## src/rtl/cfg_router_pkg.sv

```systemverilog
package cfg_router_pkg;
  typedef enum logic [1:0] {
    ST_OK        = 2'b00,
    ST_NOT_FOUND = 2'b01,
    ST_BAD_REG   = 2'b10
  } cfg_status_e;

  typedef enum logic [1:0] {
    RT_LOCAL, RT_TYPE0, RT_TYPE1, RT_REJECT
  } cfg_route_e;

  function automatic logic size_legal(input logic [2:0] s);
    return (s == 3'd1) || (s == 3'd2) || (s == 3'd4);
  endfunction
endpackage

```

## src/rtl/cfg_route_dec.sv

```systemverilog
module cfg_route_dec
  import cfg_router_pkg::*;
#(
  parameter int BUS_W = 8,
  parameter int DEV_W = 5
) (
  input  logic [BUS_W-1:0] root_bus_i,
  input  logic [BUS_W-1:0] bus_i,
  input  logic [BUS_W-1:0] parent_i,
  input  logic [DEV_W-1:0] dev_i,
  input  logic             link_up_i,
  output cfg_route_e       route_o
);
  logic on_root, par_root, dev_nz;
  assign on_root  = (bus_i == root_bus_i);
  assign par_root = (parent_i == root_bus_i);
  assign dev_nz   = (dev_i != '0);

  always_comb begin
    if (!on_root && !link_up_i)    route_o = RT_REJECT;
    else if (on_root && dev_nz)    route_o = RT_REJECT;
    else if (par_root && dev_nz)   route_o = RT_REJECT;
    else if (on_root)              route_o = RT_LOCAL;
    else if (par_root)             route_o = RT_TYPE0;
    else                           route_o = RT_TYPE1;
  end
endmodule

```

## src/rtl/cfg_lane.sv

```systemverilog
module cfg_lane
  import cfg_router_pkg::*;
(
  input  logic [2:0]  size_i,
  input  logic [1:0]  lane_i,
  input  logic [31:0] wdata_i,
  input  logic [31:0] rword_i,
  output logic [3:0]  be_o,
  output logic [31:0] wword_o,
  output logic [31:0] rdata_o
);
  logic [31:0] shifted;
  assign shifted = rword_i >> {lane_i, 3'b000};

  always_comb begin
    case (size_i)
      3'd1: begin
        be_o    = 4'b0001 << lane_i;
        wword_o = {24'h0, wdata_i[7:0]} << {lane_i, 3'b000};
        rdata_o = {24'h0, shifted[7:0]};
      end
      3'd2: begin
        be_o    = 4'b0011 << {lane_i[1], 1'b0};
        wword_o = {16'h0, wdata_i[15:0]} << {lane_i[1], 4'b0000};
        rdata_o = {16'h0, shifted[15:0]};
      end
      default: begin
        be_o    = 4'hf;
        wword_o = wdata_i;
        rdata_o = rword_i;
      end
    endcase
  end


  always_comb begin
    if (size_legal(size_i)) begin
      be_count_chk: assert ($countones(be_o) == int'(size_i));
    end
  end
endmodule

```

## src/rtl/cfg_req_router.sv

```systemverilog
module cfg_req_router
  import cfg_router_pkg::*;
#(
  parameter int BUS_W  = 8,
  parameter int DEV_W  = 5,
  parameter int FUNC_W = 3,
  parameter int OFF_W  = 12,
  localparam int WA_W  = OFF_W - 2
) (
  input  logic              clk_i,
  input  logic              rst_ni,
  input  logic [BUS_W-1:0]  root_bus_i,
  input  logic              link_up_i,
  input  logic              req_valid_i,
  output logic              req_ready_o,
  input  logic              req_we_i,
  input  logic [BUS_W-1:0]  req_bus_i,
  input  logic [BUS_W-1:0]  req_parent_i,
  input  logic [DEV_W-1:0]  req_dev_i,
  input  logic [FUNC_W-1:0] req_func_i,
  input  logic [OFF_W-1:0]  req_off_i,
  input  logic [2:0]        req_size_i,
  input  logic [31:0]       req_wdata_i,
  output logic              rsp_valid_o,
  output logic [1:0]        rsp_status_o,
  output logic [31:0]       rsp_rdata_o,
  output logic              loc_en_o,
  output logic              loc_we_o,
  output logic [WA_W-1:0]   loc_addr_o,
  output logic [3:0]        loc_be_o,
  output logic [31:0]       loc_wdata_o,
  input  logic [31:0]       loc_rdata_i,
  output logic              dn_req_o,
  output logic              dn_type1_o,
  output logic              dn_we_o,
  output logic [BUS_W-1:0]  dn_bus_o,
  output logic [DEV_W-1:0]  dn_dev_o,
  output logic [FUNC_W-1:0] dn_func_o,
  output logic [WA_W-1:0]   dn_addr_o,
  output logic [3:0]        dn_be_o,
  output logic [31:0]       dn_wdata_o,
  input  logic              dn_done_i,
  input  logic [31:0]       dn_rdata_i
);
  typedef enum logic [2:0] {S_IDLE, S_LOC, S_LWAIT, S_DN, S_RSP} state_e;

  state_e            state_q;
  cfg_route_e        route;
  cfg_status_e       status_q;
  logic              we_q, type1_q;
  logic [BUS_W-1:0]  bus_q;
  logic [DEV_W-1:0]  dev_q;
  logic [FUNC_W-1:0] func_q;
  logic [OFF_W-1:0]  off_q;
  logic [2:0]        size_q;
  logic [31:0]       wdata_q, rdata_q;
  logic [3:0]        be;
  logic [31:0]       wword, rword, rdata_x;
  logic              accept;

  cfg_route_dec #(.BUS_W(BUS_W), .DEV_W(DEV_W)) u_dec (
    .root_bus_i (root_bus_i),
    .bus_i      (req_bus_i),
    .parent_i   (req_parent_i),
    .dev_i      (req_dev_i),
    .link_up_i  (link_up_i),
    .route_o    (route)
  );

  assign rword = (state_q == S_DN) ? dn_rdata_i : loc_rdata_i;

  cfg_lane u_lane (
    .size_i  (size_q),
    .lane_i  (off_q[1:0]),
    .wdata_i (wdata_q),
    .rword_i (rword),
    .be_o    (be),
    .wword_o (wword),
    .rdata_o (rdata_x)
  );

  assign req_ready_o = (state_q == S_IDLE);
  assign accept      = req_valid_i && req_ready_o;

  always_ff @(posedge clk_i or negedge rst_ni) begin
    if (!rst_ni) begin
      state_q  <= S_IDLE;
      status_q <= ST_OK;
      we_q     <= 1'b0;
      type1_q  <= 1'b0;
      bus_q    <= '0;
      dev_q    <= '0;
      func_q   <= '0;
      off_q    <= '0;
      size_q   <= '0;
      wdata_q  <= '0;
      rdata_q  <= '0;
    end else begin
      case (state_q)
        S_IDLE: if (accept) begin
          we_q    <= req_we_i;
          bus_q   <= req_bus_i;
          dev_q   <= req_dev_i;
          func_q  <= req_func_i;
          off_q   <= req_off_i;
          size_q  <= req_size_i;
          wdata_q <= req_wdata_i;
          type1_q <= (route == RT_TYPE1);
          if (route == RT_REJECT) begin
            status_q <= ST_NOT_FOUND;
            rdata_q  <= '1;
            state_q  <= S_RSP;
          end else if (!size_legal(req_size_i)) begin
            status_q <= ST_BAD_REG;
            rdata_q  <= '0;
            state_q  <= S_RSP;
          end else begin
            status_q <= ST_OK;
            state_q  <= (route == RT_LOCAL) ? S_LOC : S_DN;
          end
        end
        S_LOC: state_q <= S_LWAIT;
        S_LWAIT: begin
          rdata_q <= we_q ? '0 : rdata_x;
          state_q <= S_RSP;
        end
        S_DN: if (dn_done_i) begin
          rdata_q <= we_q ? '0 : rdata_x;
          state_q <= S_RSP;
        end
        default: state_q <= S_IDLE;
      endcase
    end
  end

  assign rsp_valid_o  = (state_q == S_RSP);
  assign rsp_status_o = status_q;
  assign rsp_rdata_o  = rdata_q;

  assign loc_en_o    = (state_q == S_LOC);
  assign loc_we_o    = we_q;
  assign loc_addr_o  = off_q[OFF_W-1:2];
  assign loc_be_o    = we_q ? be : 4'h0;
  assign loc_wdata_o = wword;

  assign dn_req_o   = (state_q == S_DN);
  assign dn_type1_o = type1_q;
  assign dn_we_o    = we_q;
  assign dn_bus_o   = bus_q;
  assign dn_dev_o   = dev_q;
  assign dn_func_o  = func_q;
  assign dn_addr_o  = off_q[OFF_W-1:2];
  assign dn_be_o    = we_q ? be : 4'h0;
  assign dn_wdata_o = wword;


  busy_after_accept_chk: assert property (@(posedge clk_i) disable iff (!rst_ni)
    accept |=> !req_ready_o);

  rsp_pulse_chk: assert property (@(posedge clk_i) disable iff (!rst_ni)
    rsp_valid_o |=> !rsp_valid_o && req_ready_o);

  not_found_data_chk: assert property (@(posedge clk_i) disable iff (!rst_ni)
    (rsp_valid_o && rsp_status_o == ST_NOT_FOUND) |-> rsp_rdata_o == 32'hffff_ffff);

  loc_single_chk: assert property (@(posedge clk_i) disable iff (!rst_ni)
    loc_en_o |=> !loc_en_o);

  path_excl_chk: assert property (@(posedge clk_i) disable iff (!rst_ni)
    !(loc_en_o && dn_req_o));

  dn_hold_chk: assert property (@(posedge clk_i) disable iff (!rst_ni)
    (dn_req_o && !dn_done_i) |=> dn_req_o && $stable(dn_addr_o) && $stable(dn_type1_o)
                                 && $stable(dn_bus_o));
endmodule

```

## config.mk

```make
export PLATFORM = sky130hd
export DESIGN_NAME = cfg_req_router
export DESIGN_NICKNAME = d
export VERILOG_FILES = /design/src/rtl/cfg_router_pkg.sv /design/src/rtl/cfg_route_dec.sv /design/src/rtl/cfg_lane.sv /design/src/rtl/cfg_req_router.sv
export SDC_FILE = /design/constraint.sdc
export NUM_CORES = 1
export LEC_CHECK = 0
export ABC_AREA = 0
export BUFFER_PORTS_ARGS = -buffer_cell sky130_fd_sc_hd__buf_2
export CORE_MARGIN = 2
export CORE_UTILIZATION = 30
export CTS_CLUSTER_DIAMETER = 100
export DETAILED_ROUTE_END_ITERATION = 6
export HOLD_SLACK_MARGIN = 0.1
export PLACE_DENSITY_LB_ADDON = 0.3
export SETUP_SLACK_MARGIN = 0.3
export SLEW_MARGIN = 20
export SYNTH_ARGS = -nofsm -noshare
export SYNTH_HDL_FRONTEND = slang
export SYNTH_SLANG_ARGS = --single-unit
```

## constraint.sdc

```tcl
create_clock -name clk_i -period 2.4 [get_ports clk_i]
set_input_delay 0.36 -clock clk_i [delete_from_list [all_inputs] [get_ports clk_i]]
set_output_delay 0.36 -clock clk_i [all_outputs]
set_load 0.01 [all_outputs]
```

==> metrics <==
CTS tree yes; CP Capture Type output port; initial antenna violation count 3; Max-Slew Margin vs Limit between 70% and 80%; number of global-route vias before repair 5,547; post-synth top area share between 40% and 50%; Port Buffers 297; top cells by area, synth dfrtp_1 (42%), nand2_1 (14%), buf_4 (7.2%); Worst-Margin Slew 0.418 ns; DRT Pass-1 Iters 6; CTS Sinks 102; area of the multi-input gates 0.00329 mm²; period utilisation layout about nine tenths; Slowest-stage cell, CP dfrtp_2; worst setup margin 0.209 ns; Critical Path AT 1.83 ns; average wire per standard cell 16.7 µm; Setup TNS 0 ns; Remaining Overflow, GRT 0; Critical Path Start Type flip-flop; RSZ-0062 raised after global routing true; initial core utilization roughly 30%; Top Ports 298; RR Endpoint rsp_rdata_o[4]$_DFFE_PN0P_; Mapped Area a little over 0.006 mm²; CP cell instances nand2b_4, o21ai_2, nand2_2, buf_4, buf_6, a22o_1, buf_2; top-count cell post-synth nand2_1; Clock Tree Buf Depth 2; dpl ws approximately 0.067 ns; CP max stage delay 0.43 ns; post-synth net total roughly 830; reg2reg start state_q[2]$_DFFE_PN0P_; Peak supply drop approximately 0.4 mV; # nets final 1,092; Hold Vio Cnt, Final 0; fillers around 2,000; core area between 0.02 and 0.025 mm²; clock skew 0.0146 ns; die height 147 µm; post-synthesis sequential area ratio 41.5%; die area 0.0216 mm²; Num CTS Buffers 9; Via Count 5,682; R2R depth 8; Synth Register Bits around 100; number of cell rows 52; min Tclk post-route 2.19 ns; ys flop type dfrtp_1; Die Wd approximately 150 µm; Worst Hold Endpoint wdata_q[30]$_DFFE_PN0P_; status finished clean; Unique masters post-synth 44; Final Util 42.7%; Worst-path clk slew 0.09 ns; Ys Warns 0; WP data required around 2.0 ns; leading area contributor after synthesis dfrtp_1; Tot Pwr 7940 µW; Area Overhead vs Synth 40.1%; DRT Wirelength 20.3 mm; Avg Inst Size Synth ~9 µm²; depth of the CTS H-tree 3; WHS 0.180 ns; Syn Inst Count roughly 680; Clock Latency Late Sink 0.36 ns; gr usage total 18.4%; share of cells above drive strength 1 48.5%; fraction of registers with async set/reset between 90% and 100%; final slew viol count 0; Lkg Pwr ~0.0046 µW; first-pass GRT wire length 31.2 mm; DPL Wire Length 14.6 mm; GP Congestion 0.828; remaining antenna violation count 0; hold path start req_wdata_i[30]; final setup fails 0; critical path fanouts, max 5; DRC 0; Post-synth top cells nand2_1 (231), dfrtp_1 (102), buf_4 (59); Worst Hold Depth 3; area occupied by registers 0.00256 mm²; DR iter-0 viols 317; clock root cell clkbuf_16; worst reg2reg setup slack 0.36 ns; Post-synth EDFFs 0; vias per cell around 4.7; critical path class flip-flop to output port; fmax 457 MHz; min-delay worst type input port to flip-flop; PwrDens 922 mW/mm²; pin count of the biggest net entering global routing 40; max_cap viols 0
==> per-layer routing <==
metal / global-route usage [%] / up-vias / routed length, µm
met5: 0 / - / 30
met4: 4.90 / 4 / 225
met3: 4.22 / 17 / 1290
met2: 29.5 / 210 / 9670
met1: 25.0 / 2691 / 9100
li1: - / 2760 / -
==> metrics by stage <==
stage | cell area (µm²) | std cells
floorplan | 6150 | 676
global placement | 7620 | 1177
detailed placement | 7620 | 1177
CTS | 8210 | 1201
global route | 8610 | 1218
finish | 8610 | 1219
==> layout make-up <==
cell class                      count  area share (%)
Antenna cell                        1          0.0291
Clock inverter                      7           0.857
Sequential cell                   102            29.7
Inverter                            5           0.262
Multi-Input combinational cell    477            38.2
Timing Repair Buffer              348            24.3
Tap cell                          270            3.92
Clock buffer                        9            2.62
==> kinds of logic after synthesis <==
logic type	count (synthesis)	synth area share, %
AOI/OAI and AO/OA	101	11.3
xor gates and xnor gates	18	2.57
buffers and inverters	97	10.4
DFF	102	41.5
muxes	76	14.8
and+or+nand+nor	282	19.4
==> worst max path at each step <==
stage	startpoint	slack, ns	endpoint	cells after the start
finish	size_q[0]$_DFFE_PN0P_	0.21	loc_wdata_o[10]	7
global route	size_q[0]$_DFFE_PN0P_	0.14	loc_wdata_o[10]	7
CTS	size_q[0]$_DFFE_PN0P_	0.19	dn_wdata_o[19]	6
detailed placement	root_bus_i[6]	0.07	rsp_rdata_o[27]$_DFFE_PN0P_	8
global placement	root_bus_i[6]	0.09	rsp_rdata_o[29]$_DFFE_PN0P_	8
floorplan	off_q[0]$_DFFE_PN0P_	0.32	loc_be_o[0]	6
==> critical path, delay by kind of cell, from the launching register on <==
kind	cells	cell delay (ns)
AOI/OAI and AO/OA	2	0.38
and+or+nand+nor	2	0.25
DFF	1	0.43
buffers and inverters	3	0.42
==> where the power goes <==
part / switching, µW / leakage [µW] / internal (µW)
combinational: 1970 / 0.00323 / 1820
clock: 761 / 0.000147 / 740
sequential: 409 / 0.00123 / 2240
total: 3140 / 0.00461 / 4800
==> layout by cell type (no fill, tap or decap), drive strengths merged <==
master,count
a211oi,2
a21boi,1
a21o,1
a21oi,12
a221oi,8
a22o,17
a22oi,9
a31o,1
a31oi,1
and2,1
and3,1
buf,345
clkbuf,11
clkinv,3
clkinvlp,1
dfrtp,102
diode,1
dlygate4sd3,1
inv,8
mux2,32
mux2i,44
nand2,231
nand2b,4
nand3,6
nand3b,2
nor2,9
nor2b,12
nor3,7
nor3b,2
nor4,4
o211ai,1
o21ai,40
o22a,4
o22ai,3
o31a,1
or3,3
xnor2,1
xor2,17
==> timing repair <==
item,CTS,global route
buffers inserted,5,14
pin swaps,4,11
endpoints found under the setup margin,83,95
endpoints found under the hold margin,25,0
hold buffers,1,0
resized for setup,62,51
cloned,2,3
==> state kept, by name (all words and copies together) (netlist names) <==
register	cells
dn_type1_o	1
dn_bus_o	8
dn_dev_o	5
rsp_status_o	2
dn_func_o	3
dn_we_o	1
state_q	3
size_q	3
wdata_q	32
rsp_rdata_o	32
off_q	12
(Power assumes the default switching activity.)
